--- config.mk ---
export PLATFORM = sky130hd
export DESIGN_NAME = dual_phase_det
export DESIGN_NICKNAME = d
export VERILOG_FILES = /design/src/rtl/pd_pkg.sv /design/src/rtl/pd_sync.sv /design/src/rtl/pd_xor_det.sv /design/src/rtl/pd_edge_det.sv /design/src/rtl/pd_duty_meter.sv /design/src/rtl/dual_phase_det.sv
export SDC_FILE = /design/constraint.sdc
export NUM_CORES = 1
export LEC_CHECK = 0
export BUFFER_PORTS_ARGS = -buffer_cell sky130_fd_sc_hd__buf_2
export CAP_MARGIN = 40
export CELL_PAD_IN_SITES_DETAIL_PLACEMENT = 0
export CELL_PAD_IN_SITES_GLOBAL_PLACEMENT = 1
export CORE_UTILIZATION = 47
export DETAILED_ROUTE_END_ITERATION = 10
export GPL_TIMING_DRIVEN = 1
export PLACE_DENSITY_LB_ADDON = 0.1
export SLEW_MARGIN = 0
export SYNTH_ARGS = -nofsm -noshare
export SYNTH_HDL_FRONTEND = slang
export SYNTH_HIERARCHICAL = 1
export SYNTH_SLANG_ARGS = --single-unit
--- constraint.sdc ---
create_clock -name clk -period 3.25 [get_ports clk]
set_input_delay 0.325 -clock clk [delete_from_list [all_inputs] [get_ports clk]]
set_output_delay 0.325 -clock clk [all_outputs]
set_load 0.03 [all_outputs]
--- src/rtl/pd_pkg.sv ---
package pd_pkg;
  // Positions of the asynchronous lines inside the synchronizer bundle
  localparam int PD_NLINES = 3;
  localparam int PD_REF    = 0;
  localparam int PD_CMPX   = 1;
  localparam int PD_CMPE   = 2;
  // Channels watched by the duty meter
  localparam int PD_NCH    = 2;
  localparam int PD_CH_XOR = 0;
  localparam int PD_CH_EDG = 1;
endpackage

--- src/rtl/pd_sync.sv ---
module pd_sync #(
  parameter int WIDTH  = 3,
  parameter int STAGES = 2
) (
  input  logic             clk,
  input  logic             rst,
  input  logic [WIDTH-1:0] async_in,
  output logic [WIDTH-1:0] sync_out
);
  for (genvar i = 0; i < WIDTH; i++) begin : g_line
    logic [STAGES-1:0] chain;
    always_ff @(posedge clk) begin
      if (rst) chain <= '0;
      else     chain <= {chain[STAGES-2:0], async_in[i]};
    end
    assign sync_out[i] = chain[STAGES-1];
  end
endmodule

--- src/rtl/pd_xor_det.sv ---
module pd_xor_det (
  input  logic clk,
  input  logic rst,
  input  logic a,
  input  logic b,
  output logic q
);
  always_ff @(posedge clk) begin
    if (rst) q <= 1'b0;
    else     q <= a ^ b;
  end


  xor_hold_chk: assert property (@(posedge clk) disable iff (rst)
    ($stable(a) && $stable(b)) |=> $stable(q));
endmodule

--- src/rtl/pd_edge_det.sv ---
module pd_edge_det (
  input  logic clk,
  input  logic rst,
  input  logic set_line,
  input  logic clr_line,
  output logic q
);
  logic prev_set, prev_clr;
  logic set_fall, clr_fall;

  assign set_fall = prev_set & ~set_line;
  assign clr_fall = prev_clr & ~clr_line;

  always_ff @(posedge clk) begin
    if (rst) begin
      prev_set <= 1'b0;
      prev_clr <= 1'b0;
      q        <= 1'b0;
    end else begin
      prev_set <= set_line;
      prev_clr <= clr_line;
      if (set_fall && !clr_fall)      q <= 1'b1;
      else if (clr_fall && !set_fall) q <= 1'b0;
    end
  end


  set_on_fall_chk: assert property (@(posedge clk) disable iff (rst)
    (set_fall && !clr_fall) |=> q);

  clr_on_fall_chk: assert property (@(posedge clk) disable iff (rst)
    (clr_fall && !set_fall) |=> !q);

  rise_no_effect_chk: assert property (@(posedge clk) disable iff (rst)
    (!set_fall && !clr_fall) |=> $stable(q));

  both_fall_hold_chk: assert property (@(posedge clk) disable iff (rst)
    (set_fall && clr_fall) |=> $stable(q));
endmodule

--- src/rtl/pd_duty_meter.sv ---
module pd_duty_meter #(
  parameter int NCH    = 2,
  parameter int WINDOW = 64,
  localparam int TW    = (WINDOW > 2) ? $clog2(WINDOW) : 1,
  localparam int CW    = $clog2(WINDOW + 1)
) (
  input  logic                    clk,
  input  logic                    rst,
  input  logic [NCH-1:0]          sig,
  output logic                    valid,
  output logic [NCH-1:0][CW-1:0]  count
);
  localparam logic [TW-1:0] LAST = TW'(WINDOW - 1);

  logic [TW-1:0] tick;
  logic          wrap;

  assign wrap = (tick == LAST);

  always_ff @(posedge clk) begin
    if (rst) begin
      tick  <= '0;
      valid <= 1'b0;
    end else begin
      tick  <= wrap ? '0 : tick + 1'b1;
      valid <= wrap;
    end
  end

  for (genvar c = 0; c < NCH; c++) begin : g_ch
    logic [CW-1:0] acc;
    logic [CW-1:0] acc_next;
    assign acc_next = acc + {{(CW-1){1'b0}}, sig[c]};
    always_ff @(posedge clk) begin
      if (rst) begin
        acc      <= '0;
        count[c] <= '0;
      end else if (wrap) begin
        acc      <= '0;
        count[c] <= acc_next;
      end else begin
        acc      <= acc_next;
      end
    end


    count_bound_chk: assert property (@(posedge clk) disable iff (rst)
      valid |-> (count[c] <= CW'(WINDOW)));
  end


  valid_single_chk: assert property (@(posedge clk) disable iff (rst)
    valid |=> !valid);
endmodule

--- src/rtl/dual_phase_det.sv ---
module dual_phase_det
  import pd_pkg::*;
#(
  parameter int SYNC_STAGES = 2,
  parameter int WINDOW      = 64,
  localparam int CW         = $clog2(WINDOW + 1)
) (
  input  logic          clk,
  input  logic          rst,
  input  logic          ref_in,
  input  logic          cmp_xor_in,
  input  logic          cmp_edge_in,
  output logic          xor_out,
  output logic          edge_out,
  output logic          duty_valid,
  output logic [CW-1:0] duty_xor,
  output logic [CW-1:0] duty_edge
);
  logic [PD_NLINES-1:0]       raw_lines, sync_lines;
  logic [PD_NCH-1:0]          watched;
  logic [PD_NCH-1:0][CW-1:0]  counts;

  always_comb begin
    raw_lines          = '0;
    raw_lines[PD_REF]  = ref_in;
    raw_lines[PD_CMPX] = cmp_xor_in;
    raw_lines[PD_CMPE] = cmp_edge_in;
  end

  pd_sync #(.WIDTH(PD_NLINES), .STAGES(SYNC_STAGES)) u_sync (
    .clk(clk), .rst(rst), .async_in(raw_lines), .sync_out(sync_lines)
  );

  pd_xor_det u_xor (
    .clk(clk), .rst(rst),
    .a(sync_lines[PD_REF]), .b(sync_lines[PD_CMPX]), .q(xor_out)
  );

  pd_edge_det u_edge (
    .clk(clk), .rst(rst),
    .set_line(sync_lines[PD_REF]), .clr_line(sync_lines[PD_CMPE]), .q(edge_out)
  );

  always_comb begin
    watched            = '0;
    watched[PD_CH_XOR] = xor_out;
    watched[PD_CH_EDG] = edge_out;
  end

  pd_duty_meter #(.NCH(PD_NCH), .WINDOW(WINDOW)) u_meter (
    .clk(clk), .rst(rst), .sig(watched), .valid(duty_valid), .count(counts)
  );

  assign duty_xor  = counts[PD_CH_XOR];
  assign duty_edge = counts[PD_CH_EDG];


  reset_clear_chk: assert property (@(posedge clk)
    rst |=> (!xor_out && !edge_out && !duty_valid));
endmodule

==> impl_metrics.toml, run 1 <==
[finish]
nets = 194
multi_input_area_um2 = 747.0
fin_util_pct = 56.74
fill_cells = 318
area_delta_synth_final_pct = 12.38
drive_gt1_share_pct = 17.93
regArea_um2 = 900.9
diodes = 0

[sta]
slew_headroom_pct = 39.94
tightest_slew_ns = 0.9009
setup_violations = 0
fin_crit_sh_pct = 59.48
setup_tns_ns = 0
clock_skew_ns = 0.004539
layout_min_cycle_time_ns = 1.933
rsz0062_at_grt = "no"
fmax_mhz = 517.3
slew_viol_final = 0
hold_violations = 0

[clocking]
clock-sinks = 45
clock_latency_ns = 0.29
cts_resized = 0
post_cts_buffers = 0
ctsHoldBuffers = 0
root_buffer = "clkbuf_8"
clkTransAtPathRegs_ns = 0.08
cts_buffers = 5
cts_tree = "done"
htreeDepth = 2
clockBufferDepth = 2

[setup_path]
required_ns = 3.49
critPathKind = "flip-flop to flip-flop"
cp.arrival_ns = 2.17
r2r-start = "u_meter/tick[0]"
r2r_slack_ns = 1.32
r2r_cells = 4
worstReg2RegEnd = "u_meter/count[13]"
max_stage_delay_ns = 0.75
worstPathCellList = "ha_1, and2_1, a21oi_2, a221o_1"
critPathLaunchType = "flip-flop"
cp_max_fo = 20
slowest_stage = "a21oi_2"
crit_path_end_kind = "flip-flop"

[die]
row_count = 21
initial_core_util_pct = 50.49
dieArea_um2 = 3945
core_area_um2 = 3442
ios = 22
die_w_um = 62.81
die_h_um = 62.81

[detailed_routing]
via_count = 1211
routed_via_density = 5.265
drc_errors = 0
final_antenna_net_count = 0
first_pass_iters = 4
post_drt_wl_per_cell_um = 13.49
drt_iter0_markers = 49
routed_wl_um = 3102

[hold_path]
hold_class = "input pin to flip-flop"
holdPathEnd = "u_sync/g_line[0].chain[0]"
hold-path-cell-count = 2
worstHoldStart = "ref_in"

[synthesis]
synth-simple-area-share_pct = 19.37
synth-seq-cells = 45
synth_seq_area_share_pct = 51.84
synth-compound-area-share_pct = 13.68
syn-num-nets = 176
ys_types = 29
synth-xor-area-share_pct = 5.040
synthAdderAreaFrac_pct = 4.320
async_flop_share_pct = 0
synth_top_family_by_area = "simple AND/OR/NAND/NOR gates"
synth_edf_count = 0
ys.flop_type = "dfxtp_1"
synth_cells = 165
yosys_warnings = 6
netlist_area_um2 = 1738
syn_avg_cell_area_um2 = 10.53
synth_mux_area_share_pct = 0.5760

[outcome]
outcome = "complete, no violations"

[placement]
port_buffers = 21
dp_hpwl_um = 2144
routabilityCongestion = 0.7138

[power_and_ir_drop]
p_leak_nw = 0.8137
finalPower_mw = 1.082
power.density_nw_per_um2 = 554.2
ir_worst_vdd_uv = 360.2

[job]
drv_cap = 0

[grt]
gr-total-overflow = 0
grt_pass1_wl_um = 5278
grtUsageTotal_pct = 17.48
antenna_found_initial = 0
grt_start_max_net_pins = 24
grt_pass1_vias = 1165
==> routing by layer <==
layer | part of all wire (%) | track usage, %
met1 | 50 | 21.36
met3 | 2.6 | 6.022
met5 | 0 | 0
met4 | 1.3 | 6.686
met2 | 46 | 28.13
==> layout make-up <==
class | count | area share (%)
Clock buffer | 5 | 3.523
Multi-Input combinational cell | 109 | 38.24
Tap cell | 46 | 2.947
Clock inverter | 3 | 3.331
Timing Repair Buffer | 21 | 5.381
Inverter | 1 | 0.4484
Sequential cell | 45 | 46.12
==> layout by cell type (no fill, tap or decap), drive strengths merged, types with 2 or more instances in the layout <==
cell type  synthesis  final
a21oi              6      6
a221o              3      3
a22o               5      5
and2               7      7
and2b              2      2
buf               10     21
bufinv             0      2
clkbuf             0      5
clkinv             1      2
dfxtp             45     45
ha                 6      6
nand2              6      6
nand3              9      9
nor2              14     14
nor2b             11     11
nor4               4      4
o2111a             4      4
o21ai              5      5
o2bb2ai            5      5
or3                6      6
xnor2              3      3
xor2               7      7
==> Yosys cell counts (2+ instances only) <==
library cell | instances | area [um2]
dfxtp_1 | 45 | 900.9
o21ai_0 | 5 | 25.02
nor4_1 | 4 | 25.02
a21oi_1 | 5 | 25.02
o2bb2ai_1 | 5 | 43.79
a221o_1 | 3 | 30.03
buf_4 | 5 | 37.54
a22o_1 | 5 | 43.79
xnor2_1 | 3 | 26.28
nand2_1 | 6 | 22.52
nor2_1 | 14 | 52.55
o2111a_1 | 4 | 45.04
nand3_1 | 9 | 45.04
or3_1 | 6 | 37.54
buf_2 | 2 | 10.01
and2_1 | 7 | 43.79
nor2b_1 | 11 | 68.82
buf_6 | 3 | 33.78
and2b_2 | 2 | 17.52
ha_1 | 6 | 75.07
xor2_1 | 7 | 61.31
==> sequential cells by signal, summed over array words and instances, names as in the netlist <==
name                 flops
u_meter/tick             6
u_meter/valid            1
u_edge/q                 1
u_meter/g_ch.acc        14
u_edge/prev_clr          1
u_xor/q                  1
u_edge/prev_set          1
u_meter/count           14
u_sync/g_line.chain      6
==> worst max-delay path, delay by kind of cell (launching register included) <==
family                   cells  cell delay [ns]
AO/OA/AOI/OAI                2             1.02
adder cells (fa/ha/maj)      1             0.25
AND/OR/NAND/NOR              1             0.26
flip-flops                   1             0.34
==> power breakdown <==
group,switching (mW),internal (mW),total (mW),leakage (nW)
Clock,0.183,0.305,0.488,0.0681
Combinational,0.0178,0.0113,0.0291,0.381
Sequential,0.00505,0.560,0.565,0.365
Total,0.206,0.876,1.08,0.814
==> worst max path at each step <==
stage | start | end | slack (ns) | cells past startpoint
after detailed placement | u_meter/tick[0] | u_meter/count[13] | 1.37 | 4
final | u_meter/tick[0] | u_meter/count[13] | 1.32 | 4
after CTS | u_meter/tick[0] | u_meter/count[13] | 1.35 | 4
after floorplan | u_xor/q | u_meter/count[6] | 1.58 | 5
after global routing | u_meter/tick[0] | u_meter/count[5] | 1.24 | 4
after global placement | u_meter/tick[0] | u_meter/count[5] | 1.41 | 4
==> logic make-up after synthesis <==
kind of cell             after synthesis
multiplexers                           1
adder cells (fa/ha/maj)                6
flip-flops                            45
AO/OA/AOI/OAI                         30
buffers and inverters                 11
XOR/XNOR                              10
AND/OR/NAND/NOR                       62
==> per-stage QoR <==
stage	hold WS [ns]	worst slack (ns)	cell area, um2	std cells
2_1_floorplan	0.3966	1.584	1738	165
3_3_place_gp	0.4162	1.409	1819	222
3_5_place_dp	0.4332	1.369	1819	222
4_1_cts	0.2320	1.349	1953	230
5_1_grt	0.2361	1.244	1953	230
6_report	0.2400	1.317	1953	230
Power figures use the tool's default switching activity.
==> run 2, diff against run 1 <==
CORE_UTILIZATION = 39   (was 47)
clock period = 1.7 ns   (was 3.25 ns; I/O delays follow)
==> impl_metrics.toml, run 2 (synthesis results as in run 1) <==
[die]
row_count = 23
dieArea_um2 = 4727
initial_core_util_pct = 41.94
core_area_um2 = 4144
ios = 22
die_h_um = 68.76
die_w_um = 68.76

[placement]
placed_cell_area_um2 = 1884
dpl.cell_count = 234
dp_hpwl_um = 2378
routabilityCongestion = 0.8164
dp_slack_ns = -0.06779
port_buffers = 21

[finish]
fill_cells = 424
area_delta_synth_final_pct = 15.55
fin_area_um2 = 2008
fin_util_pct = 48.46
stdcell_count = 242
nets = 202
drive_gt1_share_pct = 21.35
final_common_cell = "dfxtp_1"
diodes = 0
final_cell_mix = "dfxtp_1, buf_2, nor2_1, nor2b_1, nand3_1"
reg_top3 = "u_meter/count x14, u_meter/g_ch.acc x14"

[setup_path]
critPathKind = "flip-flop to flip-flop"
crit_path_end_kind = "flip-flop"
worstReg2RegEnd = "u_meter/count[6]"
r2r_cells = 5
cp_max_fo = 5
r2r-start = "u_xor/q"
r2r_slack_ns = 0.12
critPathLaunchType = "flip-flop"
required_ns = 1.89
cp.arrival_ns = 1.77

[sta]
holdWs_ns = 0.08427
slew_viol_final = 0
layout_min_cycle_time_ns = 1.584
tightest_slew_ns = 0.5145
setup_violations = 0
slew_headroom_pct = 65.62
rsz0062_at_grt = "no"
hold_violations = 0
clock_skew_ns = 0.004654
layout_setup_ws_ns = 0.1160
fmax_mhz = 631.3
setup_tns_ns = 0
fin_crit_sh_pct = 93.18

[hold_path]
hold_class = "input pin to flip-flop"
hold-path-cell-count = 2
holdPathEnd = "u_sync/g_line[0].chain[0]"
worstHoldStart = "ref_in"

[detailed_routing]
via_count = 1239
final_antenna_net_count = 0
post_drt_wl_per_cell_um = 13.30
drc_errors = 0
first_pass_iters = 4
drt_iter0_markers = 67
routed_via_density = 5.120
routed_wl_um = 3218

[power_and_ir_drop]
power.density_nw_per_um2 = 962.7
p_leak_nw = 0.8444
p_int_mw = 1.541
clkPwrFrac_pct = 40.7
finalPower_mw = 1.933
p_switching_mw = 0.3924
seqPwrFrac_pct = 55.9
netSwitchingFraction_pct = 20.30
power_frac_comb_pct = 3.5
ir_worst_vdd_uv = 619.0

[grt]
grt_pass1_wl_um = 5644
grtUsageTotal_pct = 16.61
grt_pass1_vias = 1223
gr-total-overflow = 0
antenna_found_initial = 0
grt_start_max_net_pins = 21

[clocking]
clock_latency_ns = 0.29
root_buffer = "clkbuf_8"
ctsHoldBuffers = 0
clockBufferDepth = 2
cts_tree = "done"
cts_buffers = 5
clock-sinks = 45
clkTransAtPathRegs_ns = 0.08
htreeDepth = 2
post_cts_buffers = 0

[job]
drv_cap = 0

[outcome]
outcome = "complete, no violations"
-- run 2: cell types whose count changed in the layout (fill, tap and decap cells not counted) --
cell,delta
clkinv_2,-1
a21oi_4,+1
a21oi_2,-1
bufinv_16,-1
clkinv_4,+1
buf_4,+8
clkbuf_1,+1
or3_1,-1
or3_4,+1
-- run 2: worst max-delay path by stage --
stage	from	to	slack, ns	depth (start not counted)
6_report	u_xor/q	u_meter/count[6]	0.12	5
5_1_grt	u_xor/q	u_meter/count[6]	0.002	5
4_1_cts	u_meter/tick[0]	u_meter/count[1]	0.05	6
3_5_place_dp	u_meter/tick[0]	u_meter/count[1]	-0.07	4
3_3_place_gp	u_meter/tick[0]	u_meter/count[5]	-0.03	4
2_1_floorplan	u_xor/q	u_meter/count[6]	0.03	5
-- run 2: area by class of cell --
| type | instances | area [um2] | area share [%] |
|---|---|---|---|
| Clock buffer | 6 | 72.57 | 3.614 |
| Sequential cell | 45 | 900.9 | 44.86 |
| Timing Repair Buffer | 29 | 165.2 | 8.224 |
| Inverter | 1 | 8.758 | 0.4361 |
| Tap cell | 50 | 62.56 | 3.115 |
| Multi-Input combinational cell | 109 | 759.5 | 37.82 |
| Clock inverter | 2 | 38.79 | 1.931 |
-- run 2: layer usage --
metal	track usage, %	vias up	share of wire (%)
met2	26.47	22	46
li1	-	629	-
met1	20.93	583	49
met4	7.653	0	1.4
met5	0	-	0
met3	4.276	5	4.3
-- run 2: what timing repair did --
item                       4_1_cts  5_1_grt
resized for setup                1        1
pin swaps                        0        0
setup endpoints to repair       20        9
-- run 2: power by group through the flow --
stage / clock (mW) / sequential, mW / combinational, mW
finish: 0.787 / 1.08 / 0.0667
floorplan: 0 / 1.10 / 0.0452
global placement: 0 / 1.10 / 0.0658
global route: 0.842 / 1.08 / 0.0763
detailed placement: 0 / 1.11 / 0.0669
CTS: 0.807 / 1.08 / 0.0689
-- run 2: worst max-delay path, stage by stage, from the launching register on --
cell	delay (ns)
dfxtp_1	0.34
ha_1	0.20
ha_1	0.20
nand3_1	0.18
o2111a_1	0.30
a211o_1	0.25
==> run 3, diff against run 2 <==
CORE_ASPECT_RATIO = 1.5   (was unset)
==> impl_metrics.toml, run 3 (synthesis results as in run 1) <==
[finish]
diodes = 0
stdcell_count = 238
final_cell_mix = "dfxtp_1, buf_2, nor2_1, nor2b_1, nand3_1"
fin_util_pct = 46.21
nets = 202
fin_area_um2 = 1962
reg_top3 = "u_meter/count x14, u_meter/g_ch.acc x14"
area_delta_synth_final_pct = 12.89
final_common_cell = "dfxtp_1"
drive_gt1_share_pct = 20.83

[sta]
tightest_slew_ns = 0.2985
holdWs_ns = 0.08460
fin_crit_sh_pct = 92.15
clock_skew_ns = 0.002709
slew_headroom_pct = 79.91
hold_violations = 0
setup_tns_ns = 0
setup_violations = 0
rsz0062_at_grt = "no"
layout_setup_ws_ns = 0.1335
fmax_mhz = 638.3
slew_viol_final = 0
layout_min_cycle_time_ns = 1.567

[detailed_routing]
post_drt_wl_per_cell_um = 13.46
final_antenna_net_count = 0
via_count = 1244
wl_met1_um = 1402
highest_layer = "met4"
route.met3.wl_um = 142
drc_errors = 0
routed_via_density = 5.227
first_pass_iters = 4
drt_iter0_markers = 34
routed_wl_um = 3204
route.met2.wl_um = 1601

[clocking]
cts_buffers = 5
clockBufferDepth = 2
post_cts_buffers = 0
cts_resized = 0
root_buffer = "clkbuf_8"
clkTransAtPathRegs_ns = 0.08
cts_tree = "done"
ctsHoldBuffers = 0
htreeDepth = 2
clock_latency_ns = 0.29
clock-sinks = 45

[die]
die_w_um = 56.51
dieArea_um2 = 4733
die_h_um = 83.76
row_count = 29
initial_core_util_pct = 40.94
core_area_um2 = 4245
ios = 22

[grt]
grt_pass1_wl_um = 5451
grt_start_max_net_pins = 15
grt_pass1_vias = 1235
gr-total-overflow = 0
grtUsageTotal_pct = 14.63
antenna_found_initial = 0

[placement]
dp_hpwl_um = 2410
dpl.cell_count = 230
placed_cell_area_um2 = 1879
dp_slack_ns = 0.1414
routabilityCongestion = 0.8003
port_buffers = 21

[setup_path]
cp.arrival_ns = 1.75
worstPathCellList = "ha_1, ha_1, nand3_1, o2111a_1, a211o_1"
crit_top_cell = "ha_1"
critPathKind = "flip-flop to flip-flop"
required_ns = 1.89
cp_max_fo = 5
critPathLaunchType = "flip-flop"
slowest_stage = "dfxtp_1"
max_stage_delay_ns = 0.34
path_delay_family = "compound AO/OA/AOI/OAI gates"
crit_buf_inv = 0
crit_path_end_kind = "flip-flop"

[power_and_ir_drop]
finalPower_mw = 1.772
p_leak_nw = 0.8283
power.density_nw_per_um2 = 903.1
ir_worst_vdd_uv = 772.2

[outcome]
outcome = "complete, no violations"

[hold_path]
hold_class = "input pin to flip-flop"

[job]
drv_cap = 0
run 3: changes by cell type in the layout (fill, tap and decap cells not counted), sizes merged:
cell    delta
clkinv     +1
bufinv     -1
run 3: power breakdown:
group          internal, mW  leakage, nW  switching [mW]  total [mW]
registers              1.07        0.365         0.00951        1.08
clock network         0.285       0.0450           0.342       0.627
logic                0.0297        0.419          0.0353      0.0650
total                  1.39        0.828           0.387        1.77
run 3: metal layers:
metal / up-vias / global-route usage [%]
met4: 0 / 5.987
met1: 585 / 16.34
met2: 22 / 25.35
met3: 7 / 4.341
met5: - / 0
li1: 630 / -
run 3: cell type report:
class / count / area [um2]
Multi-Input combinational cell: 109 / 747.0
Timing Repair Buffer: 29 / 165.2
Clock inverter: 2 / 10.01
Tap cell: 46 / 57.56
Sequential cell: 45 / 900.9
Fill cell: 430 / 2283
Inverter: 1 / 8.758
Clock buffer: 6 / 72.57
run 3: worst paths after layout:
| kind | depth (start not counted) | start | slack (ns) | to |
|---|---|---|---|---|
| max | 5 | u_xor/q | 0.13 | u_meter/count[6] |
| max reg2reg | 5 | u_xor/q | 0.13 | u_meter/count[6] |
| min reg2reg | 1 | u_meter/tick[0] | 0.45 | u_meter/tick[0] |
| min | 2 | cmp_edge_in | 0.08 | u_sync/g_line[2].chain[0] |
